**config.mk**
```make
export PLATFORM = sky130hd
export DESIGN_NAME = swallow_div_ctrl
export DESIGN_NICKNAME = d
export VERILOG_FILES = /design/src/rtl/swdiv_pkg.sv /design/src/rtl/swdiv_down_cnt.sv /design/src/rtl/swdiv_cfg.sv /design/src/rtl/swallow_div_ctrl.sv
export SDC_FILE = /design/constraint.sdc
export NUM_CORES = 1
export LEC_CHECK = 0
export BUFFER_PORTS_ARGS = -buffer_cell sky130_fd_sc_hd__buf_2
export CAP_MARGIN = 20
export CORE_MARGIN = 2
export CORE_UTILIZATION = 60
export DETAILED_ROUTE_END_ITERATION = 8
export PLACE_DENSITY = 0.79
export RECOVER_POWER = 100
export SKIP_LAST_GASP = 1
export SYNTH_ARGS = -nofsm -noshare
export SYNTH_HDL_FRONTEND = slang
export SYNTH_SLANG_ARGS = --single-unit
```
**constraint.sdc**
```tcl
create_clock -name pclk -period 3.6 [get_ports pclk]
set_input_delay 0.72 -clock pclk [delete_from_list [all_inputs] [get_ports pclk]]
set_output_delay 0.72 -clock pclk [all_outputs]
set_load 0.02 [all_outputs]
```
**src/rtl/swdiv_pkg.sv**
```systemverilog
package swdiv_pkg;
   localparam int SWD_A_W = 7;
   localparam int SWD_B_W = 11;

   typedef struct packed {
      logic [SWD_A_W-1:0] a;
      logic [SWD_B_W-1:0] b;
   } swdiv_pair_t;
endpackage

```
**src/rtl/swdiv_down_cnt.sv**
```systemverilog
module swdiv_down_cnt #(
   parameter int W        = 8,
   parameter int RST_VAL  = 0,
   parameter bit SATURATE = 1'b1
) (
   input  logic         clk,
   input  logic         rst_n,
   input  logic         reload_i,
   input  logic [W-1:0] reload_val_i,
   output logic [W-1:0] cnt_o,
   output logic         zero_o
);
   localparam logic [W-1:0] RST_CNT = W'(RST_VAL);

   if (RST_VAL < 0 || RST_VAL >= (1 << W)) begin : g_bad_rst
      $error("swdiv_down_cnt: RST_VAL does not fit in W bits");
   end

   logic [W-1:0] cnt_q;

   if (SATURATE) begin : g_sat
      always_ff @(posedge clk or negedge rst_n) begin
         if (!rst_n)             cnt_q <= RST_CNT;
         else if (reload_i)      cnt_q <= reload_val_i;
         else if (cnt_q != '0)   cnt_q <= cnt_q - 1'b1;
      end
   end else begin : g_wrap
      always_ff @(posedge clk or negedge rst_n) begin
         if (!rst_n)             cnt_q <= RST_CNT;
         else if (reload_i)      cnt_q <= reload_val_i;
         else                    cnt_q <= cnt_q - 1'b1;
      end
   end

   assign cnt_o  = cnt_q;
   assign zero_o = (cnt_q == '0);
endmodule

```
**src/rtl/swdiv_cfg.sv**
```systemverilog
module swdiv_cfg
   import swdiv_pkg::*;
#(
   parameter int P_MOD = 64,
   parameter int B_MIN = 3,
   parameter int DEF_A = 1,
   parameter int DEF_B = 4
) (
   input  logic                clk,
   input  logic                rst_n,
   input  logic                load_i,
   input  logic [SWD_A_W-1:0]  a_i,
   input  logic [SWD_B_W-1:0]  b_i,
   input  logic                boundary_i,
   output swdiv_pair_t         act_o,
   output swdiv_pair_t         nxt_o,
   output logic                err_o
);
   localparam logic [SWD_B_W-1:0] B_LO  = SWD_B_W'(B_MIN);
   localparam logic [SWD_A_W:0]   A_LIM = (SWD_A_W+1)'(P_MOD);
   localparam swdiv_pair_t DEF_PAIR = '{a: SWD_A_W'(DEF_A), b: SWD_B_W'(DEF_B)};

   logic        a_below_p;
   logic        pair_ok;
   swdiv_pair_t act_q, pend_q;
   logic        pend_vld_q, err_q;

   // The modulus check is only needed when the A field can reach P.
   if ((1 << SWD_A_W) > P_MOD) begin : g_a_lim
      assign a_below_p = ({1'b0, a_i} < A_LIM);
   end else begin : g_a_free
      assign a_below_p = 1'b1;
   end

   assign pair_ok = a_below_p && (b_i >= B_LO) && ({4'd0, a_i} < b_i);

   always_ff @(posedge clk or negedge rst_n) begin
      if (!rst_n) begin
         act_q      <= DEF_PAIR;
         pend_q     <= DEF_PAIR;
         pend_vld_q <= 1'b0;
         err_q      <= 1'b0;
      end else begin
         if (boundary_i && pend_vld_q) act_q <= pend_q;
         if (load_i && pair_ok) begin
            pend_q     <= '{a: a_i, b: b_i};
            pend_vld_q <= 1'b1;
         end else if (boundary_i) begin
            pend_vld_q <= 1'b0;
         end
         if (load_i) err_q <= !pair_ok;
      end
   end

   assign nxt_o = (boundary_i && pend_vld_q) ? pend_q : act_q;
   assign act_o = act_q;
   assign err_o = err_q;

   AST_BAD_LOAD_FLAG: assert property (@(posedge clk) disable iff (!rst_n)
      load_i && !pair_ok |=> err_o);
   AST_BAD_LOAD_KEEP: assert property (@(posedge clk) disable iff (!rst_n)
      load_i && !pair_ok |=> $stable(pend_q));
   AST_GOOD_LOAD_CLR: assert property (@(posedge clk) disable iff (!rst_n)
      load_i && pair_ok |=> !err_o);
endmodule

```
**src/rtl/swallow_div_ctrl.sv**
```systemverilog
module swallow_div_ctrl
   import swdiv_pkg::*;
#(
   parameter int P_MOD = 64,
   parameter int B_MIN = 3,
   parameter int DEF_A = 1,
   parameter int DEF_B = 4
) (
   input  logic               pclk,
   input  logic               rst_n,
   input  logic               cfg_load,
   input  logic [SWD_A_W-1:0] cfg_a,
   input  logic [SWD_B_W-1:0] cfg_b,
   output logic               mod_sel,
   output logic               period_pulse,
   output logic               cfg_err
);
   if (P_MOD < 2)                       begin : g_bad_p   $error("P_MOD below 2");            end
   if (B_MIN < 2)                       begin : g_bad_min $error("B_MIN below 2");            end
   if (DEF_B < B_MIN || DEF_B >= (1 << SWD_B_W))
                                        begin : g_bad_db  $error("DEF_B out of range");       end
   if (DEF_A < 0 || DEF_A >= DEF_B || DEF_A >= P_MOD)
                                        begin : g_bad_da  $error("DEF_A out of range");       end

   swdiv_pair_t act, nxt;
   logic        b_zero, a_zero, boundary;
   logic [SWD_B_W-1:0] b_cnt;
   logic [SWD_A_W-1:0] a_cnt;

   assign boundary = b_zero;

   swdiv_cfg #(.P_MOD(P_MOD), .B_MIN(B_MIN), .DEF_A(DEF_A), .DEF_B(DEF_B)) u_cfg (
      .clk(pclk), .rst_n(rst_n), .load_i(cfg_load), .a_i(cfg_a), .b_i(cfg_b),
      .boundary_i(boundary), .act_o(act), .nxt_o(nxt), .err_o(cfg_err)
   );

   // Period counter: B-1 down to 0, reload on zero.
   swdiv_down_cnt #(.W(SWD_B_W), .RST_VAL(DEF_B - 1), .SATURATE(1'b0)) u_bcnt (
      .clk(pclk), .rst_n(rst_n), .reload_i(boundary), .reload_val_i(nxt.b - 1'b1),
      .cnt_o(b_cnt), .zero_o(b_zero)
   );

   // Swallow counter: A down to 0, holds at 0 until the next period.
   swdiv_down_cnt #(.W(SWD_A_W), .RST_VAL(DEF_A), .SATURATE(1'b1)) u_acnt (
      .clk(pclk), .rst_n(rst_n), .reload_i(boundary), .reload_val_i(nxt.a),
      .cnt_o(a_cnt), .zero_o(a_zero)
   );

   assign mod_sel      = !a_zero;
   assign period_pulse = b_zero;

   AST_PULSE_SINGLE: assert property (@(posedge pclk) disable iff (!rst_n)
      period_pulse |=> !period_pulse);
   AST_MOD_NO_RISE: assert property (@(posedge pclk) disable iff (!rst_n)
      !mod_sel && !period_pulse |=> !mod_sel);
   AST_MOD_LOW_AT_END: assert property (@(posedge pclk) disable iff (!rst_n)
      period_pulse |-> !mod_sel);
   AST_ACT_STABLE: assert property (@(posedge pclk) disable iff (!rst_n)
      !period_pulse |=> $stable(act));
   AST_ACT_VALID: assert property (@(posedge pclk) disable iff (!rst_n)
      act.b >= SWD_B_W'(B_MIN) && {4'd0, act.a} < act.b);
   AST_CNT_BOUND: assert property (@(posedge pclk) disable iff (!rst_n)
      b_cnt < act.b);
endmodule

```
# Yosys cells after proc, flatten, opt, wreduce, memory -nomap -nowiden
# Index checks and enable logic that the tools add are counted.
# W data, S select, Z words.
# classes
bitwise_logic,0
multipliers,0
n_div,0
n_shift,0
n_eq_ne,0
n_reduce_logical,11
addsub,3
order_cmp,3
n_mux,6
# op_table
cell,count
$sub A11 B1 Y11 const B,2
$mux W18,1
$mux W7,2
$ge A11 B2 Y1 const B,1
$logic_not A11 Y1,1
$lt A7 B11 Y1,1
$mux W11,1
$logic_not A7 Y1,1
$lt A7 B7 Y1 const B,1
$reduce_bool A7 Y1,1
$sub A7 B1 Y7 const B,1
$logic_and A1 B1 Y1,4
$reduce_bool A2 Y1,2
$logic_not A1 Y1,2
$mux W1,2
# word_totals
wordCells,31
ff_bits,56
latch_bits,0
mem_bits_rw,0
input_bits,21
memories,0
output_inout_bits,3
romBits,0

# Logic depth before layout (Yosys ltp)
# Gate-level depths: netlist (run 1).
# depth
word_depth,5
ltp_mapped,12
depth_no_buf,9

# Cells and area by module
# Synthesis (run 1) repeated with hierarchy kept, for this count alone.
# hier_totals
hier_cells,246
area_unflattened_um2,2847.7
# by_module_without_submodules
mod,instances,area_each_um2,cells_per_inst,seq_area_each_um2
swdiv_cfg,1,1616.6,111,955.9
swdiv_down_cnt (u_bcnt),1,604.3,66,277.8
swdiv_down_cnt (u_acnt),1,435.4,43,176.4
swallow_div_ctrl,1,191.4,26,0.0

# Least setup slack after synthesis (run 1)
# OpenSTA, ideal clock, no wires.
# synth_path
kind,flip-flop to flip-flop
start,register u_cfg.pend_vld_q
end,"register u_bcnt.cnt_q[8], in the netlist u_bcnt.cnt_o[8]"
path_stages_with_launch,11
synth_period_minus_slack_ps,2947
required_time_ps,3474
path_slack_ps,653
setup_ps,126
path_buffers,3
arrival_time_ps,2821
cell_sequence,dfrtp_1 -> buf_2 -> buf_6 -> buf_1 -> mux2_2 -> a21oi_1 -> ha_1 -> nand2_1 -> a311oi_1 -> nand3b_1 -> a221o_1
# synth_between
elab_chain_len,4
# synth_rtl
item,line_no,text
"start, declared",swdiv_cfg.sv:26,"logic pend_vld_q, err_q;"
"start signal, assigned",swdiv_cfg.sv:41,pend_vld_q <= 1'b0;
"start signal, assigned",swdiv_cfg.sv:47,pend_vld_q <= 1'b1;
"start signal, assigned",swdiv_cfg.sv:49,pend_vld_q <= 1'b0;
$logic_and A1 B1 Y1,swdiv_cfg.sv:55,assign nxt_o = (boundary_i && pend_vld_q) ? pend_q : act_q;
$mux W18,n/a,
$sub A11 B1 Y11,swallow_div_ctrl.sv:39,".clk(pclk), .rst_n(rst_n), .reload_i(boundary), .reload_val_i(nxt.b - 1'b1),"
$mux W11,swdiv_down_cnt.sv:30,else if (reload_i) cnt_q <= reload_val_i;
"end signal, assigned",swdiv_down_cnt.sv:30,
"end signal, assigned",swdiv_down_cnt.sv:31,else cnt_q <= cnt_q - 1'b1;
"end, declared",swdiv_down_cnt.sv:19,logic [W-1:0] cnt_q;
# Every way passes these cells.
# A chain may end at the register's enable or synchronous reset.

# Worst setup path after layout (run 1)
# layout_path
start,"register u_bcnt.cnt_q[1], in the netlist u_bcnt.cnt_o[1]"
end,"register u_bcnt.cnt_q[8], in the netlist u_bcnt.cnt_o[8]"
# layout_between
elab_chain_len,5
word_cells_on_any_way,6
cone_classes,add/sub (2); mux (2); reduce/logical (2)
# layout_rtl
item,line_no,text
$logic_not A11 Y1,swdiv_down_cnt.sv:36,assign zero_o = (cnt_q == '0);
$logic_and A1 B1 Y1,swdiv_cfg.sv:55,
$mux W18,n/a,
$sub A11 B1 Y11,swallow_div_ctrl.sv:39,
$mux W11 (*),swdiv_down_cnt.sv:30,
# Mark *: on every way between the ends. The rest lies on a longest branch, timed or not.

==> out/qor.csv, run 1 <==
metric;value;unit
clk_skew;0.00651;ns
EDFF count, synth;0;
Leak;1.59;nW
gr ovfl total;0;
I/O Buffers;23;
Worst path top cell family by delay;compound AO/OA/AOI/OAI gates;
row cnt;27;
DRT iter0 DRCs;174;
multi-input logic area;0.00176;mm2
die height;79.1;um
ys flop type;dfrtp_1;
Worst-Skew Late Latency;0.31;ns
Slew Limit Fails;0;
critical path endpoint category;register;
setup TNS;0;ns
CTS tree;yes;
clk sinks;56;
vias in the first global route;2649;
Via density;6.37;
CTS resizes;0;
critical path startpoint category;register;
Tcrit/Tclk final;89.3;%
R2R setup slack;0.39;ns
slew margin rel.;34.8;%
RSZ-0062 raised after global routing;no;
gr usage total;25.4;%
initial antenna violation count;0;
maximum VDD drop;211;uV
Core ar.;0.00547;mm2
Buf+Inv Stages, Crit Path;1;
antenna-violating nets left;0;
worst slew pin tran;0.979;ns
setup violators final;0;
CTS root buffer;clkbuf_8;
Max FO, Critical Path;18;
fillers;473;
reg-to-reg endpoint;u_bcnt.cnt_o[8];
setup bufs post-CTS;0;
DR WL/cell;17.3;um
Max Freq;311;MHz
r2r worst-path depth;9;
final hold violation count;0;
Area growth, synth to finish;6.84;%
# IOs;24;
RR Startpoint;u_bcnt.cnt_o[1];
sequential-to-total area share from yosys stat;41.7;%
ys async rst share;100;%
post-synthesis sequential element count;56;
WP depth;9;
TritonCTS buffer count;5;
Nets;386;
max-cap violations;0;
first-pass GRT wire length;12600;um
cts hold-fix bufs;0;
H-tree levels;2;
die footprint;0.00626;mm2
drt pass-1 iters;4;
WS Path Type;reg2reg;
WL final;7450;um
die span in x;79.1;um
worst path cell trace;or4_1, or3_1, clkinv_8, a21oi_1, ha_1, nand2_1, a311oi_1, nand3b_1, a221o_1;
CTS Buffer Depth;2;
count of different cell masters after synthesis;49;
Critical Path AT;3.42;ns
via count;2739;
cell area power density;518;mW/mm2
Synth Net Count;365;
CP max-delay cell;a311oi_1;
Ys Warns;0;
fraction of layout cells with a size suffix above 1;17.0;%
max incr delay on CP;0.70;ns
minimum clock period;3.21;ns
CP required;3.81;ns
min-delay worst type;in2async;
GPL Wtd Cong;0.891;
status;complete, no violations;
largest net degree at the start of global routing;41;
# diodes;0;
Synth Instances;336;
post-detail-place hpwl;5340;um
sequential cell area;0.00141;mm2
Initial Util;61.8;%
power consumption;1.87;mW
Mapped Area;0.00338;mm2
Syn Area/Cell;10.1;um2
# DRC;0;
Clk pin slew, worst setup/hold paths;0.10;ns
[final cells by class]
class / count / share of cell area, %
Clock inverter: 3 / 1.18
Tap cell: 72 / 2.49
Multi-Input combinational cell: 246 / 48.7
Clock buffer: 5 / 1.90
Timing Repair Buffer: 33 / 4.84
Inverter: 15 / 1.90
Sequential cell: 56 / 39.0
[per-layer routing]
| metal | track usage (%) | up-vias | share of wire (%) |
|---|---|---|---|
| li1 | - | 1308 | - |
| met1 | 33.3 | 1350 | 43 |
| met3 | 3.41 | 8 | 4.6 |
| met2 | 44.2 | 73 | 51 |
| met5 | 0 | - | 0 |
| met4 | 6.90 | 0 | 1.3 |
[cells in the final DEF, fill, tap and decap left out, types with 2 or more instances in the layout]
master    count
clkbuf_1      8
o41ai_1       2
clkbuf_8      5
or3_1         4
nor3_1       17
nand2_1      39
a2111o_1      7
buf_4         4
o22ai_1       4
a211oi_1     12
nand4b_1      3
a21o_1        2
xnor2_1       6
mux2_1       10
ha_1          8
or4_1         2
mux2_2       12
buf_2        19
o211ai_1     20
o221a_2       7
inv_1        12
a21oi_1      18
nor4_1        4
o21ai_0       7
dfstp_2       6
xor2_1        3
nand2b_1      3
nor2_1       19
dfrtp_1      49
a221o_1       3
clkinv_1      2
mux2i_1      18
[power breakdown]
part	total [mW]	internal, mW	leakage [nW]	switching [mW]
Clock	0.413	0.206	0.0541	0.207
Sequential	0.936	0.790	0.682	0.147
Combinational	0.525	0.246	0.851	0.279
Total	1.87	1.24	1.59	0.633
[worst max path at each step]
stage | endpoint | slack (ns) | startpoint
finish | u_bcnt.cnt_o[8] | 0.39 | u_bcnt.cnt_o[1]
global route | u_bcnt.cnt_o[8] | 0.15 | u_bcnt.cnt_o[1]
CTS | u_bcnt.cnt_o[8] | 0.37 | u_bcnt.cnt_o[1]
detailed placement | u_bcnt.cnt_o[8] | 0.40 | u_bcnt.cnt_o[1]
global placement | u_bcnt.cnt_o[8] | 0.56 | u_bcnt.cnt_o[1]
floorplan | u_bcnt.cnt_o[8] | 0.65 | u_cfg.pend_vld_q
[through the flow]
stage	std cells	instance area, um2	worst slack [ns]	util [%]	hold slack (ns)
6_report	430	3620	0.386	66.1	0.476
5_1_grt	430	3620	0.155	66.1	0.533
4_1_cts	429	3680	0.375	67.2	0.308
3_5_place_dp	421	3570	0.396	65.2	0.492
3_3_place_gp	421	3570	0.564	65.2	0.486
2_1_floorplan	336	3380	0.653	-	0.424
[registers in the layout, indices dropped and copies added, names as in the netlist]
| name | count |
|---|---|
| u_acnt.cnt_o | 7 |
| u_cfg.err_o | 1 |
| u_cfg.pend_q | 18 |
| u_cfg.act_o | 18 |
| u_bcnt.cnt_o | 11 |
| u_cfg.pend_vld_q | 1 |
[cell usage after synthesis, drive strengths merged, types with 2 or more instances]
library cell | instances | area (um2)
dfrtp | 49 | 1230
nand2 | 39 | 163
mux2 | 22 | 285
o211ai | 20 | 150
nor2 | 19 | 71.3
a21oi | 18 | 90.1
mux2i | 18 | 180
nor3 | 17 | 85.1
a211oi | 12 | 90.1
clkbuf | 12 | 45.0
inv | 12 | 45.0
ha | 8 | 100
a2111o | 7 | 78.8
buf | 7 | 52.5
dfstp | 7 | 184
o21ai | 7 | 35.0
o221a | 7 | 78.8
xnor2 | 6 | 52.6
nor4 | 5 | 31.3
o22ai | 4 | 25.0
or3 | 4 | 25.0
a221o | 3 | 30.0
clkinv | 3 | 23.8
nand2b | 3 | 18.8
nand4b | 3 | 26.3
xor2 | 3 | 26.3
a21o | 2 | 15.0
o41ai | 2 | 17.5
or4 | 2 | 15.0
[cells by family (layout without fill, tap and decap cells)]
logic type,Yosys count,after routing,synth area share (%)
adders and majority gates,8,8,2.96
xor gates and xnor gates,9,9,2.33
DFF,56,56,41.7
muxes,40,40,13.8
and+or+nand+nor,101,101,14.8
AOI/OAI and AO/OA,88,88,19.6
buffers and inverters,34,56,4.92
Power figures use the tool's default switching activity.
==> run 2: changes to the inputs <==
--- a/config.mk
+++ b/config.mk
@@ -7,10 +7,12 @@
 export LEC_CHECK = 0
 export BUFFER_PORTS_ARGS = -buffer_cell sky130_fd_sc_hd__buf_2
 export CAP_MARGIN = 20
+export CORE_ASPECT_RATIO = 1.25
 export CORE_MARGIN = 2
-export CORE_UTILIZATION = 60
+export CORE_UTILIZATION = 63
+export CTS_BUF_LIST = sky130_fd_sc_hd__clkbuf_2
 export DETAILED_ROUTE_END_ITERATION = 8
-export PLACE_DENSITY = 0.79
+export PLACE_DENSITY = 0.83
 export RECOVER_POWER = 100
 export SKIP_LAST_GASP = 1
 export SYNTH_ARGS = -nofsm -noshare
==> out/qor.csv, run 2 (synthesis results as in run 1) <==
metric;value;unit;change
status;finished with violations;;
failing checks;max-capacitance violations, max-slew violations;;
Area growth, synth to finish;4.73;%;
cell area power density;484;mW/mm2;-6.6%
WHS Endpoint;u_cfg.pend_q[7];;
hold path start;cfg_b[7];;
fraction of layout cells with a size suffix above 1;17.0;%;unchanged
Nets;386;;unchanged
CP required;2.88;ns;-0.93 ns
drt pass-1 iters;4;;unchanged
Core ar.;0.00512;mm2;-6.5%
# diodes;0;;unchanged
clock network power share;15.3;%;-6.7 points
CTS resizes;0;;unchanged
setup violators final;0;;unchanged
worst setup margin;0.313;ns;-0.0736 ns
row cnt;29;;+7.4%
WL final;7180;um;-3.7%
P_int;1.09;mW;-12%
worst path cell trace;or4_1, or3_1, clkinv_8, clkbuf_1;;
reg-to-reg endpoint;u_bcnt.cnt_o[8];;
setup TNS;0;ns;unchanged
most common cell after layout, fill and taps aside;dfrtp_1;;
I/O Buffers;23;;unchanged
clk sinks;56;;unchanged
Place WS;0.414;ns;+0.0172 ns
CTS tree;yes;;
R2R setup slack;0.39;ns;about the same
sequential cell area;0.00141;mm2;unchanged
Critical Path AT;2.57;ns;-0.85 ns
Max FO, Critical Path;18;;unchanged
cts hold-fix bufs;0;;unchanged
Core Util, Final;69.3;%;+3.2 points
RSZ-0062 raised after global routing;no;;
initial antenna violation count;0;;unchanged
H-tree levels;2;;unchanged
r2r worst-path depth;9;;unchanged
vias in the first global route;2659;;+0.38%
final hold violation count;0;;unchanged
critical path startpoint category;register;;
CTS root buffer;clkbuf_2;;
DRT iter0 DRCs;198;;+14%
die span in x;69.6;um;-12%
Via density;6.49;;+1.9%
Leak;1.57;nW;-1.1%
max incr delay on CP;0.62;ns;-0.08 ns
GPL Wtd Cong;0.945;;+6.1%
gr usage total;25.9;%;+0.47 points
# IOs;24;;unchanged
WS Path Type;reg2out;;
critical path endpoint category;output pin;;
largest net degree at the start of global routing;34;;-17%
Net Sw Frac;36.4;%;+2.7 points
Buf+Inv Stages, Crit Path;2;;+1
slew margin rel.;-1.34;%;-36 points
die footprint;0.00598;mm2;-4.5%
design area;0.00354;mm2;-2.0%
first-pass GRT wire length;12600;um;-0.43%
clk_skew;0.0299;ns;+0.0234 ns
DR WL/cell;17.1;um;-1.4%
die height;85.9;um;+8.6%
Initial Util;66.2;%;+4.3 points
Worst-Skew Late Latency;0.46;ns;+0.15 ns
commonest cells after routing, fill and taps aside;dfrtp_1, nand2_1, o211ai_1, nor2_1, buf_2;;
max-cap violations;2;;+2
worst hold stages;3;;
CTS Buffer Depth;2;;unchanged
placed instance area;0.00355;mm2;-0.35%
Max Freq;304;MHz;-2.2%
min-delay worst type;in2reg;;
Gate power share;30.4;%;+2.4 points
worst slew pin tran;1.52;ns;+0.541 ns
Seq pwr share;54.3;%;+4.4 points
Tcrit/Tclk final;91.3;%;+2.0 points
fillers;402;;-15%
total net switching power;0.625;mW;-1.2%
minimum clock period;3.29;ns;+0.0736 ns
Clk pin slew, worst setup/hold paths;0.28;ns;+0.18 ns
RR Startpoint;u_bcnt.cnt_o[1];;
maximum VDD drop;196;uV;-7.2%
CP max-delay cell;or3_1;;
TritonCTS buffer count;5;;unchanged
Worst path top cell family by delay;simple AND/OR/NAND/NOR gates;;
via count;2726;;-0.47%
# DRC;0;;unchanged
setup bufs post-CTS;0;;unchanged
multi-input logic area;0.00176;mm2;unchanged
Slew Limit Fails;29;;+29
antenna-violating nets left;0;;unchanged
gr ovfl total;0;;unchanged
post-detail-place hpwl;5280;um;-1.2%
run 2: cell count changes in the layout (fill, tap and decap cells not counted), sizes merged:
cell / change
buf: +1
bufinv: -1
clkbuf: -1
clkinvlp: -1
inv: +2
run 2: how the worst max path moves through the flow:
stage                     startpoint               to  slack [ns]  depth (start not counted)
floorplan           u_cfg.pend_vld_q  u_bcnt.cnt_o[8]        0.65                         10
global placement     u_bcnt.cnt_o[1]  u_bcnt.cnt_o[8]        0.59                          9
detailed placement   u_bcnt.cnt_o[1]  u_bcnt.cnt_o[8]        0.41                          9
CTS                  u_bcnt.cnt_o[7]     period_pulse        0.33                          4
global route         u_bcnt.cnt_o[1]  u_bcnt.cnt_o[8]        0.05                          9
finish               u_bcnt.cnt_o[7]     period_pulse        0.31                          4
run 2: area by class of cell:
cell class | instances | area share, %
Timing Repair Buffer | 33 | 5.01
Clock inverter | 3 | 0.706
Clock buffer | 5 | 0.706
Sequential cell | 56 | 39.8
Multi-Input combinational cell | 246 | 49.7
Inverter | 15 | 1.94
Tap cell | 62 | 2.19
run 2: layer usage:
| layer | GRT usage (%) | wire length [um] | vias up |
|---|---|---|---|
| met3 | 3.29 | 268 | 8 |
| met2 | 44.1 | 3640 | 80 |
| met5 | 0 | 0 | - |
| met1 | 34.6 | 3190 | 1320 |
| li1 | - | - | 1318 |
| met4 | 8.02 | 80 | 0 |
run 2: power groups by stage:
stage	clock, mW	sequential [mW]	combinational (mW)
after detailed placement	0	0.944	0.527
after global placement	0	0.933	0.511
after global routing	0.295	0.956	0.597
after floorplan	0	0.905	0.414
final	0.262	0.933	0.522
after CTS	0.272	0.933	0.534
run 2: worst reg2reg max path, delay by kind of cell, from the launching register on:
family          cells  cell delay, ns
compound gates      3            1.29
simple gates        4            0.83
flops               1            0.61
fa+ha+maj           1            0.22
buf+inv             1            0.17
run 2: through the flow:
stage | cells | hold WS [ns] | power [mW]
after CTS | 419 | 0.205 | 1.74
final | 420 | 0.497 | 1.72
after global routing | 420 | 0.495 | 1.85
after floorplan | 336 | 0.424 | 1.32
after global placement | 411 | 0.486 | 1.44
after detailed placement | 411 | 0.496 | 1.47
==> run 3: changes to the inputs <==
--- a/config.mk
+++ b/config.mk
@@ -8,12 +8,13 @@
 export BUFFER_PORTS_ARGS = -buffer_cell sky130_fd_sc_hd__buf_2
 export CAP_MARGIN = 20
 export CORE_ASPECT_RATIO = 1.25
-export CORE_MARGIN = 2
+export CORE_MARGIN = 5
 export CORE_UTILIZATION = 63
 export CTS_BUF_LIST = sky130_fd_sc_hd__clkbuf_2
 export DETAILED_ROUTE_END_ITERATION = 8
 export PLACE_DENSITY = 0.83
 export RECOVER_POWER = 100
+export SETUP_SLACK_MARGIN = 0.4
 export SKIP_LAST_GASP = 1
 export SYNTH_ARGS = -nofsm -noshare
 export SYNTH_HDL_FRONTEND = slang
==> out/qor.csv, run 3 (synthesis results as in run 1) <==
metric;value;unit;change
maximum VDD drop;211;uV;+7.9%
RR Startpoint;u_bcnt.cnt_o[1];;
worst setup margin;0.410;ns;+0.0978 ns
r2r worst-path depth;9;;unchanged
Worst-Skew Late Latency;0.45;ns;about the same
critical path endpoint category;output pin;;
setup TNS;0;ns;unchanged
Tcrit/Tclk final;88.6;%;-2.7 points
I/O Buffers;23;;unchanged
WL final;6950;um;-3.2%
Slew Limit Fails;38;;+31%
max incr delay on CP;0.60;ns;-0.02 ns
reg-to-reg endpoint;u_bcnt.cnt_o[8];;
met1 Track Usage GR;29.6;%;-5.0 points
Nets;385;;-0.26%
WHS Endpoint;u_cfg.pend_q[9];;
# DRC;0;;unchanged
minimum clock period;3.19;ns;-0.0978 ns
initial antenna violation count;0;;unchanged
row cnt;29;;unchanged
WS Path Type;reg2out;;
max-cap violations;1;;-1
CP required;2.88;ns;about the same
critical path startpoint category;register;;
Core ar.;0.00515;mm2;+0.71%
# IOs;24;;unchanged
Max FO, Critical Path;18;;unchanged
H-tree levels;2;;unchanged
fraction of layout cells with a size suffix above 1;17.6;%;+0.61 points
cell area power density;482;mW/mm2;-0.55%
DR WL/cell;16.6;um;-2.9%
post-detail-place hpwl;5110;um;-3.2%
CP max-delay cell;or3_1;;
Area growth, synth to finish;4.62;%;
antenna-violating nets left;0;;unchanged
slew margin rel.;-27.2;%;-26 points
first-pass GRT wire length;12200;um;-3.0%
clk_skew;0.0175;ns;-0.0124 ns
vias in the first global route;2598;;-2.3%
Critical Path AT;2.47;ns;-0.10 ns
Final Non-Filler Cells;419;;-0.24%
worst hold stages;3;;unchanged
die span in x;75.6;um;+8.6%
via count;2697;;-1.1%
met3 usage;2.84;%;-0.45 points
Clk pin slew, worst setup/hold paths;0.27;ns;about the same
M2 GR Usage;36.6;%;-7.5 points
hold path start;cfg_b[9];;
cts hold-fix bufs;0;;unchanged
power consumption;1.71;mW;-0.66%
TritonCTS buffer count;5;;unchanged
final hold violation count;0;;unchanged
# diodes;0;;unchanged
die footprint;0.00695;mm2;+16%
gr usage total;22.3;%;-3.6 points
GPL Wtd Cong;0.869;;-8.0%
largest net degree at the start of global routing;38;;+12%
setup violators final;0;;unchanged
Via density;6.44;;-0.83%
CTS Buffer Depth;2;;unchanged
worst hold slack;0.491;ns;-0.00554 ns
drt pass-1 iters;4;;unchanged
commonest cells after routing, fill and taps aside;dfrtp_1, nand2_1, buf_2, o211ai_1, nor2_1;;
GRT busiest layer;met2;;
Initial Util;65.7;%;-0.47 points
worst path cell trace;or4_4, or3_1, clkinv_8, buf_2;;
CTS root buffer;clkbuf_2;;
Place WS;0.421;ns;+0.00725 ns
failing checks;max-capacitance violations, max-slew violations;;
min-delay worst type;in2reg;;
die height;91.9;um;+7.0%
Leak;1.57;nW;-0.18%
most common cell after layout, fill and taps aside;dfrtp_1;;
RSZ-0062 raised after global routing;no;;
CTS tree;yes;;
R2R setup slack;0.56;ns;+0.17 ns
DRT iter0 DRCs;181;;-8.6%
Max Freq;314;MHz;+3.1%
gr ovfl total;0;;unchanged
cell count after placement;410;;-0.24%
clk sinks;56;;unchanged
status;finished with violations;;
worst slew pin tran;1.91;ns;+0.388 ns
## run 3: through the flow
stage | utilization [%] | area [um2]
global route | 68.7 | 3540
floorplan | - | 3380
CTS | 69.7 | 3590
detailed placement | 68.8 | 3550
finish | 68.7 | 3540
global placement | 68.8 | 3550
## run 3: routing by layer
metal | vias to the layer above | share of wire, % | routed length (um)
met3 | 12 | 3.7 | 260
met1 | 1313 | 44 | 3050
met5 | - | 0 | 0
li1 | 1316 | - | -
met4 | 0 | 1.8 | 127
met2 | 56 | 51 | 3510
## run 3: worst max-delay path by stage
stage                      from              end  slack [ns]  cells past startpoint
6_report        u_bcnt.cnt_o[8]     period_pulse        0.41                      4
5_1_grt         u_bcnt.cnt_o[9]     period_pulse        0.30                      4
4_1_cts         u_bcnt.cnt_o[8]     period_pulse        0.48                      4
3_5_place_dp    u_bcnt.cnt_o[1]  u_bcnt.cnt_o[8]        0.42                      9
3_3_place_gp    u_bcnt.cnt_o[1]  u_bcnt.cnt_o[8]        0.61                      9
2_1_floorplan  u_cfg.pend_vld_q  u_bcnt.cnt_o[8]        0.65                     10
## run 3: timing repair
| action | in CTS | in global routing |
|---|---|---|
| resized for setup | 1 | 2 |
| setup buffers | 0 | 0 |
| endpoints found under the hold margin | 0 | 0 |
| setup endpoints to repair | 2 | 2 |
## run 3: cell type report
type | count | area [um2]
Multi-Input combinational cell | 246 | 1770
Timing Repair Buffer | 32 | 173
Tap cell | 62 | 77.6
Clock buffer | 6 | 30.0
Clock inverter | 2 | 11.3
Inverter | 15 | 68.8
Fill cell | 420 | 1610
Sequential cell | 56 | 1410
## run 3: worst max-delay path: cells and delay by family (launching register included)
family	cells	cell delay [ns]
buffers and inverters	2	0.35
AND/OR/NAND/NOR	2	1.19
flip-flops	1	0.48
## run 3: report_power, final
part / switching, mW / internal (mW) / leakage [nW]
combinational: 0.283 / 0.249 / 0.859
clock: 0.192 / 0.0483 / 0.0266
sequential: 0.146 / 0.789 / 0.682
total: 0.620 / 1.09 / 1.57
